`src/rtl/wiper_tap_sequencer.sv`:
```
module wiper_tap_sequencer #(
  parameter int CODE_W = 7
) (
  input  logic                     clk,
  input  logic                     rst_n,
  input  logic [CODE_W-1:0]        code_i,
  input  logic                     shdn_pin_n,
  input  logic                     shdn_bit,
  output logic [(1<<CODE_W)-1:0]   tap_en,
  output logic                     hi_en,
  output logic                     short_en,
  output logic                     settled
);
  localparam int TAPS = 1 << CODE_W;

  logic              run;
  logic [CODE_W-1:0] cur_q, old_q;
  logic              ovl_q, primed_q;

  assign run = shdn_pin_n & shdn_bit;

  always_ff @(posedge clk or negedge rst_n) begin
    if (!rst_n) begin
      cur_q    <= '0;
      old_q    <= '0;
      ovl_q    <= 1'b0;
      primed_q <= 1'b0;
    end else begin
      primed_q <= 1'b1;
      ovl_q    <= 1'b0;
      if (!primed_q || !run) begin
        cur_q <= code_i;
      end else if (!ovl_q && code_i != cur_q) begin
        old_q <= cur_q;
        cur_q <= code_i;
        ovl_q <= 1'b1;
      end
    end
  end

  for (genvar i = 0; i < TAPS; i++) begin : g_tap
    assign tap_en[i] = run & ((cur_q == CODE_W'(i)) | (ovl_q & (old_q == CODE_W'(i))));
  end

  assign hi_en    = run;
  assign short_en = ~run;
  assign settled  = primed_q & ~ovl_q & (cur_q == code_i);
endmodule


```
`config.mk`:
```
export PLATFORM = sky130hd
export DESIGN_NAME = wiper_tap_sequencer
export DESIGN_NICKNAME = d
export VERILOG_FILES = /design/src/rtl/wiper_tap_sequencer.sv
export SDC_FILE = /design/constraint.sdc
export NUM_CORES = 1
export LEC_CHECK = 0
export BUFFER_PORTS_ARGS = -buffer_cell sky130_fd_sc_hd__buf_2
export CAP_MARGIN = 10
export CORE_MARGIN = 3
export CORE_UTILIZATION = 25
export CTS_BUF_LIST = sky130_fd_sc_hd__clkbuf_4
export DETAILED_ROUTE_END_ITERATION = 7
export GPL_TIMING_DRIVEN = 0
export PLACE_DENSITY_LB_ADDON = 0.1
export SYNTH_ARGS = -nofsm -noshare
export SYNTH_HDL_FRONTEND = slang
export SYNTH_SLANG_ARGS = --single-unit
```
`constraint.sdc`:
```
create_clock -name clk -period 2.7 [get_ports clk]
set_clock_uncertainty 0.15 [all_clocks]
set_input_delay 0.54 -clock clk [delete_from_list [all_inputs] [get_ports clk]]
set_output_delay 0.54 -clock clk [all_outputs]
set_load 0.005 [all_outputs]
```
==> results of run 1 <==
-- through the flow --
stage | utilization | TNS, ns | setup slack [ns]
3_5_place_dp | 0.335 | -1.04 | -0.142
2_1_floorplan | - | 0 | 0.472
5_1_grt | 0.382 | -0.0200 | -0.0103
4_1_cts | 0.353 | -0.232 | -0.0559
3_3_place_gp | 0.335 | -0.387 | -0.0708
6_report | 0.382 | 0 | 0.0690
-- final timing paths --
kind	end	slack [ns]	start	cells after the start
setup / recovery	tap_en[80]	0.07	cur_q[4]	6
hold / removal	cur_q[1]	0.003	rst_n	1
setup reg to reg	cur_q[1]	0.53	cur_q[4]	7
hold reg to reg	ovl_q	0.52	primed_q	2
max in group asynchronous	old_q[1]	2.11	rst_n	1
min in group clk	cur_q[6]	0.36	code_i[6]	2
-- power breakdown --
group | internal, uW | switching (uW) | leakage (uW)
clock | 53.7 | 74.3 | 0.0000154
combinational | 198 | 391 | 0.00173
sequential | 272 | 37.4 | 0.000185
total | 524 | 503 | 0.00193
-- Yosys cell counts --
master      n  share of area
nand3b_1    1         0.0025
nor2_1    150           0.19
nand2_1     8          0.010
xor2_1      6          0.018
a32o_1      1         0.0034
buf_2      10          0.017
mux2_4      7          0.035
buf_1       1         0.0013
nor3b_1     2         0.0050
buf_4       3         0.0076
xnor2_1     1         0.0029
nand2b_1    8          0.017
and2_1      5          0.011
a31oi_4     1         0.0071
nor4_4      1         0.0071
and3b_1     4          0.012
mux2_2      7          0.026
inv_1       1         0.0013
nor4bb_1    1         0.0034
a22oi_1   128           0.32
buf_6       2         0.0076
nand3_1     1         0.0017
dfrtp_1    16           0.13
clkbuf_1   53          0.067
and4_1      1         0.0029
conb_1      1         0.0013
nor4_1      2         0.0042
nor3_1     15          0.025
nor3b_2     3          0.013
and3_1     17          0.036
nor2b_1     4         0.0084
-- registers in the layout, indices dropped and copies added, names as in the netlist --
signal / count
cur_q: 7
ovl_q: 1
primed_q: 1
old_q: 7
-- cell type report --
type | count | area, sq um | area share
Timing Repair Buffer | 167 | 926 | 0.211
Sequential cell | 16 | 405 | 0.0922
Buffer | 49 | 282 | 0.0640
Clock inverter | 1 | 3.75 | 0.000854
Multi-Input combinational cell | 375 | 2570 | 0.586
Inverter | 1 | 3.75 | 0.000854
Tap cell | 143 | 179 | 0.0407
Clock buffer | 3 | 22.5 | 0.00512
-- logic make-up after synthesis --
kind of cell	Yosys count
xor gates and xnor gates	7
buffers and inverters	70
other	1
DFF	16
muxes	14
and+or+nand+nor	223
AOI/OAI and AO/OA	130
-- per-layer routing --
metal | wire, um | vias up
li1 | - | 1956
met1 | 6330 | 1976
met2 | 6610 | 179
met3 | 973 | 16
met4 | 185 | 0
met5 | 0 | -
-- placed cells by master (no fill, tap or decap), types with 9 or more instances in the layout --
cell type / count
nor3_4: 9
a22oi_1: 128
buf_4: 29
nor2_4: 10
clkbuf_4: 13
nor2_1: 137
clkbuf_1: 10
dfrtp_1: 12
clkbuf_2: 15
buf_2: 147
and3_2: 10
-- timing repair --
| item | 4_1_cts | 5_1_grt |
|---|---|---|
| buffers inserted | 1 | 25 |
| resized for setup | 61 | 64 |
| pin swaps | 0 | 14 |
| cloned | 0 | 0 |
| endpoints found under the setup margin | 125 | 128 |
==> flow_summary.toml, run 1 <==
[global_route]
grt_max_degree = 17
top_usage_layer = "met2"
met3_usage = 0.0200
grt_use_met2 = 0.335
grtUsageTotal = 0.198
grt_pass1_wl_um = 21200
grt_pass1_vias = 3978
antenna_found_initial = 0
use_met1 = 0.276
grt_overflow_total = 0

[synth]
avgSynthCellArea_sq_um = 6.46
synth_cell_types = 31
synth_top_family_by_area = "simple AND/OR/NAND/NOR gates"
synthXorXnorAreaFrac = 0.0206
synth_compound_area_frac = 0.333
synthSimpleGateAreaFrac = 0.347
ys_seq_area_frac = 0.135
synth-adder-area-share = 0
ys_warn_count = 0
synthMuxAreaShare = 0.0618
syn-num-nets = 472
ys_seq_elements = 16
syn_inst = 461
netlist_area_sq_mm = 0.00298

[route]
wl_um = 14100
num_vias = 4127
drc = 0
via_per_inst = 5.47
first_pass_iters = 5
drt_iter0_drc = 382
wl_per_cell_um = 18.7
drtAntennaViolNets = 0

[setup_path]
crit_arrival_ns = 1.94
critPathSlowestCell = "and3b_1"
worst-path-buf-inv = 3
crit_fanout = 10
cp-start-kind = "flip-flop"
critical-path-max-stage-delay_ns = 0.38
critPathTopFamily = "buffers and inverters"
crit_path_end_kind = "output port"
worstPathRequired_ns = 2.01
path_cells = "clkbuf_4 -> and3b_1 -> clkbuf_2 -> a22oi_1 -> nor2_1 -> buf_2"
path_class = "flip-flop to output port"

[status]
outcome = "completed"

[sta]
worstMarginPinSlew_ns = 0.491
fmax_mhz = 380
hold_viol_final = 0
rsz0062_at_grt = "true"
slew-limit-headroom = 0.670
timing.final.crit_period_ns = 2.63
whs_ns = 0.00349
slew_viol_final = 0
period_share = 0.974
setup_viol = 0

[final_layout]
final_cell_area_sq_mm = 0.00440
finalNonFillerCells = 755
fin_nets = 624
drive_gt1_frac = 0.451
nFillCells = 1237
diodes = 0
area_growth_pct = 47.7

[pwr]
p_per_area_mw_per_mm2 = 234
peakVddDrop_mv = 0.127
leakage_uw = 0.00193
power_uw = 1030

[placed_design]
dp_hpwl_um = 10900
placed_cells = 745
io_buffers = 141
place.gp.congestion = 0.885
placedInstanceArea_sq_mm = 0.00386

[die]
core-area_sq_mm = 0.0115
die-area_sq_mm = 0.0133
rows = 39
die_w_um = 115
die_h_um = 115
start_util = 0.258
ioPinCount = 142

[cts]
numCtsBuffers = 3
clock_sinks = 16
path_clk_slew_ns = 0.09
clock_path_buffers = 2
cts-htree-levels = 1
cts_tree = "done"
ctsHoldBuffers = 0
clkLatencyLatePin_ns = 0.28
cts-root-buf = "clkbuf_4"

[run]
max_cap_viol_count = 0

[hold_path]
hp-class = "input pin to asynchronous set/reset pin"
Power figures use the tool's default switching activity.
==> run 2, diff against run 1 <==
--- a/config.mk
+++ b/config.mk
@@ -13,6 +13,7 @@
 export DETAILED_ROUTE_END_ITERATION = 7
 export GPL_TIMING_DRIVEN = 0
 export PLACE_DENSITY_LB_ADDON = 0.1
+export SETUP_SLACK_MARGIN = 0.15
 export SYNTH_ARGS = -nofsm -noshare
 export SYNTH_HDL_FRONTEND = slang
 export SYNTH_SLANG_ARGS = --single-unit
==> run 2 against run 1 <==
Against the previous run: largest cell class unchanged; sequential power about the same; critical endpoint is now tap_en[121]; sequential share of layout area shrank 1.2 points; combinational power is 27% higher; final cell count up 4.8%; sequential cell count did not move; largest power group unchanged; highest routed layer unchanged; die area unchanged.
==> flow_summary.toml, run 2 (synthesis gave the netlist of run 1 again) <==
[status]
outcome = "completed"

[cts]
clock_sinks = 16
cts-htree-levels = 1
cts-root-buf = "clkbuf_4"
ctsHoldBuffers = 0
path_clk_slew_ns = 0.09
numCtsBuffers = 3
clock_path_buffers = 2
cts_tree = "done"
clkLatencyLatePin_ns = 0.28

[die]
die_h_um = 115
die-area_sq_mm = 0.0133
core-area_sq_mm = 0.0115
ioPinCount = 142
die_w_um = 115
rows = 39
start_util = 0.258

[global_route]
grt_overflow_total = 0
use_met1 = 0.287
grt_pass1_wl_um = 22100
grtUsageTotal = 0.205
grt_pass1_vias = 4099
grt_use_met2 = 0.343
top_usage_layer = "met2"
grt_max_degree = 17
met3_usage = 0.0211
antenna_found_initial = 0

[final_layout]
final_common_cell = "buf_2"
final_cell_mix = "buf_2 (150), nor2_1 (136), a22oi_1 (96)"
final_cell_area_sq_mm = 0.00504
diodes = 0
finalNonFillerCells = 791
seqCellArea_sq_um = 404
drive_gt1_frac = 0.531
fin_nets = 660
top_regs = "cur_q (7), old_q (7)"
multi_input_area_sq_mm = 0.00279
area_growth_pct = 69.2
nFillCells = 1185

[setup_path]
crit_arrival_ns = 1.83
path_class = "flip-flop to output port"
crit_fanout = 10
crit_path_end_kind = "output port"
worstPathRequired_ns = 2.01
r2r_setup_slack_ns = 0.60
cp-start-kind = "flip-flop"

[sta]
slew_viol_final = 0
setup_viol = 0
period_share = 0.933
timing.final.crit_period_ns = 2.52
setup_slack_ns = 0.181
rsz0062_at_grt = "true"
whs_ns = 0.000584
fmax_mhz = 397
hold_viol_final = 0

[pwr]
p_per_area_mw_per_mm2 = 236
power_uw = 1190
peakVddDrop_mv = 0.161
leakage_uw = 0.00221

[placed_design]
io_buffers = 141
place.gp.congestion = 0.885
placed_cells = 745
place_ws_ns = -0.142
dp_hpwl_um = 10900
placedInstanceArea_sq_mm = 0.00386

[route]
wl_um = 14500
wl_per_cell_um = 18.4
drtAntennaViolNets = 0
first_pass_iters = 7
num_vias = 4279
drc = 0
drt_iter0_drc = 279
via_per_inst = 5.41

[run]
max_cap_viol_count = 0

[hold_path]
hp-class = "input pin to asynchronous set/reset pin"
==> run 2: repair_timing <==
action | 4_1_cts | 5_1_grt
resized for setup | 132 | 127
setup buffers | 19 | 21
endpoints found under the setup margin | 129 | 127
pin swaps | 12 | 21
cloned | 0 | 2
==> run 2: critical path, stage by stage, from the launching register on <==
cell and delay, ns:
dfrtp_1 0.37, buf_4 0.18, and3_1 0.18, clkbuf_2 0.18, buf_4 0.21, a22oi_1 0.22, nor2_1 0.06, buf_2 0.14
==> run 2: final timing paths <==
| path | cells after the start | endpoint | startpoint |
|---|---|---|---|
| worst min register to register | 2 | ovl_q | primed_q |
| worst max-delay path | 7 | tap_en[121] | old_q[4] |
| worst max register to register | 7 | cur_q[1] | cur_q[1] |
| worst min-delay path | 1 | cur_q[0] | rst_n |
| max in group asynchronous | 1 | old_q[0] | rst_n |
| min in group clk | 2 | cur_q[6] | code_i[6] |
==> run 2: power breakdown <==
group | switching [uW] | internal, uW
sequential | 40.1 | 272
combinational | 445 | 303
clock | 76.4 | 53.7
==> run 2: through the flow <==
stage          TNS, ns   util
3_3_place_gp    -0.387  0.335
6_report             0  0.437
4_1_cts              0  0.392
5_1_grt              0  0.437
3_5_place_dp     -1.04  0.335
2_1_floorplan        0      -
==> run 2: per-layer routing <==
metal / routed length [um] / share of wire / vias up
met5: 0 / 0 / -
met4: 222 / 0.015 / 0
met3: 1030 / 0.071 / 20
met2: 6780 / 0.47 / 207
met1: 6490 / 0.45 / 2022
li1: - / - / 2030
==> run 2: layout make-up <==
cell class	count	area share
Clock inverter	1	0.000745
Timing Repair Buffer	183	0.218
Buffer	69	0.107
Clock buffer	3	0.00447
Sequential cell	16	0.0802
Tap cell	143	0.0355
Inverter	1	0.000745
Multi-Input combinational cell	375	0.554
==> run 3, diff against run 2 <==
--- a/config.mk
+++ b/config.mk
@@ -13,6 +13,7 @@
 export DETAILED_ROUTE_END_ITERATION = 7
 export GPL_TIMING_DRIVEN = 0
 export PLACE_DENSITY_LB_ADDON = 0.1
+export REMOVE_ABC_BUFFERS = 1
 export SETUP_SLACK_MARGIN = 0.15
 export SYNTH_ARGS = -nofsm -noshare
 export SYNTH_HDL_FRONTEND = slang
==> run 3 against run 2 <==
Against the previous run: die area is the same; largest cell class unchanged; combinational power decreased by 11%; worst setup slack worse by 0.0088 ns; largest power group unchanged; first-iteration DRC count grew 10%.
==> flow_summary.toml, run 3 (synthesis gave the netlist of run 1 again) <==
[pwr]
pwr-share-seq = 0.310
swShare = 0.484
p_per_area_mw_per_mm2 = 250
peakVddDrop_mv = 0.266
pwr-share-clk = 0.117
combPwrFrac = 0.574
p_sw_uw = 566
leakage_uw = 0.00199
power.internal_uw = 603

[die]
rows = 39
die-area_sq_mm = 0.0133
ioPinCount = 142
core-area_sq_mm = 0.0115
start_util = 0.258
die_w_um = 115
die_h_um = 115

[sta]
whs_ns = 0.00642
rsz0062_at_grt = "true"
fmax_mhz = 396
timing.final.crit_period_ns = 2.53
slew_viol_final = 0
worstMarginPinSlew_ns = 0.626
slew-limit-headroom = 0.583
period_share = 0.936
hold_viol_final = 0
setup_viol = 0

[setup_path]
r2r-start = "cur_q[4]"
critical-path-max-stage-delay_ns = 0.55
path_cells = "buf_12 -> buf_6 -> nor3_4 -> buf_6 -> a22oi_1 -> nor2_1 -> buf_2"
cp_common_cell = "buf_6"
r2r_setup_slack_ns = 0.40
path_class = "flip-flop to output port"
crit_path_end_kind = "output port"
cp-start-kind = "flip-flop"
worstPathRequired_ns = 2.01
crit_arrival_ns = 1.84
crit_fanout = 7
critPathSlowestCell = "dfrtp_4"
r2r-end = "cur_q[0]"
reg2reg_depth = 5

[placed_design]
placedInstanceArea_sq_mm = 0.00368
io_buffers = 141
place.gp.congestion = 0.771
dp_hpwl_um = 9680

[global_route]
grtUsageTotal = 0.197
grt_max_degree = 69
grt_pass1_wl_um = 21300
grt_overflow_total = 0
grt_pass1_vias = 3871
antenna_found_initial = 0

[route]
num_vias = 4132
via_per_inst = 5.51
drc = 0
drtAntennaViolNets = 0
first_pass_iters = 7
wl_um = 14300
drt_iter0_drc = 308
wl_per_cell_um = 19.1

[final_layout]
top_regs = "cur_q (7), old_q (7)"
final_cell_area_sq_mm = 0.00468
area_growth_pct = 57.3
final_cell_mix = "buf_2 (142), nor2_1 (137), a22oi_1 (118)"
drive_gt1_frac = 0.516
diodes = 0
fin_nets = 619
finalCoreUtilization = 0.407
final_common_cell = "buf_2"

[run]
max_cap_viol_count = 0

[hold_path]
hp-class = "input pin to asynchronous set/reset pin"

[cts]
cts-root-buf = "clkbuf_4"
clock_path_buffers = 2
clock_sinks = 16
numCtsBuffers = 3
cts-htree-levels = 1
clkLatencyLatePin_ns = 0.29
cts_tree = "done"
path_clk_slew_ns = 0.11

[status]
outcome = "completed"
==> run 3: cell types whose count changed in the layout (fill, tap and decap cells not counted), moves of 7 or more <==
cell      delta
and3_1       -9
buf_6        -7
clkbuf_4     -8
a22oi_1     +22
dfrtp_1     -12
clkbuf_1     -7
dfrtp_2      +9
clkbuf_2    -13
and3_2      +10
buf_2        -8
a22oi_2     -22
==> run 3: metal layers <==
layer  vias to the layer above  track usage  part of all wire
met2                       188        0.328              0.47
met3                        18       0.0268             0.069
met4                         0       0.0391             0.012
li1                       1947            -                 -
met1                      1979        0.272              0.45
met5                         -            0                 0
==> run 3: final cells by class <==
cell class                 instances  area, sq um
fill                            1239         6830
multi-input combinational        375         2690
timing repair buffer             211         1360
sequential                        16          427
tap                              143          179
clock buffer                       3         22.5
clock inverter                     1         3.75
inverter                           1         3.75
==> run 3: worst max path at each step <==
| stage | startpoint | to | slack, ns | cells after the start |
|---|---|---|---|---|
| after floorplan | shdn_bit | old_q[0] | -1.01 | 5 |
| after global placement | shdn_bit | tap_en[49] | -1.85 | 4 |
| after detailed placement | ovl_q | tap_en[20] | -0.17 | 4 |
| after CTS | cur_q[2] | tap_en[104] | 0.09 | 6 |
| after global routing | cur_q[2] | tap_en[113] | 0.09 | 7 |
| final | cur_q[2] | tap_en[1] | 0.17 | 7 |
==> run 3: through the flow <==
step                setup slack, ns  TNS (ns)  std cells  total power [uW]
CTS                          0.0907         0        715              1020
global route                 0.0900         0        750              1230
global placement              -1.85   -233.01        676               734
floorplan                     -1.01   -102.45        392               587
finish                        0.172         0        750              1170
detailed placement           -0.173     -3.83        682               774
==> run 3: repair_timing <==
item | CTS | global route
setup buffers | 29 | 35
endpoints found under the setup margin | 129 | 129
gates resized for setup | 71 | 51
pin swaps | 10 | 10
hold buffers | 0 | 0
==> run 3: power groups by stage <==
stage          clock, uW  sequential, uW  combinational [uW]
2_1_floorplan          0             333                 254
3_3_place_gp           0             361                 373
3_5_place_dp           0             373                 401
4_1_cts              140             389                 489
5_1_grt              154             368                 712
6_report             136             362                 670
==> run 3: worst max-delay path, delay by kind of cell (launching register included) <==
kind                   cells  cell delay [ns]
and+or+nand+nor            2             0.34
AOI/OAI and AO/OA          1             0.08
DFF                        1             0.55
buffers and inverters      4             0.58
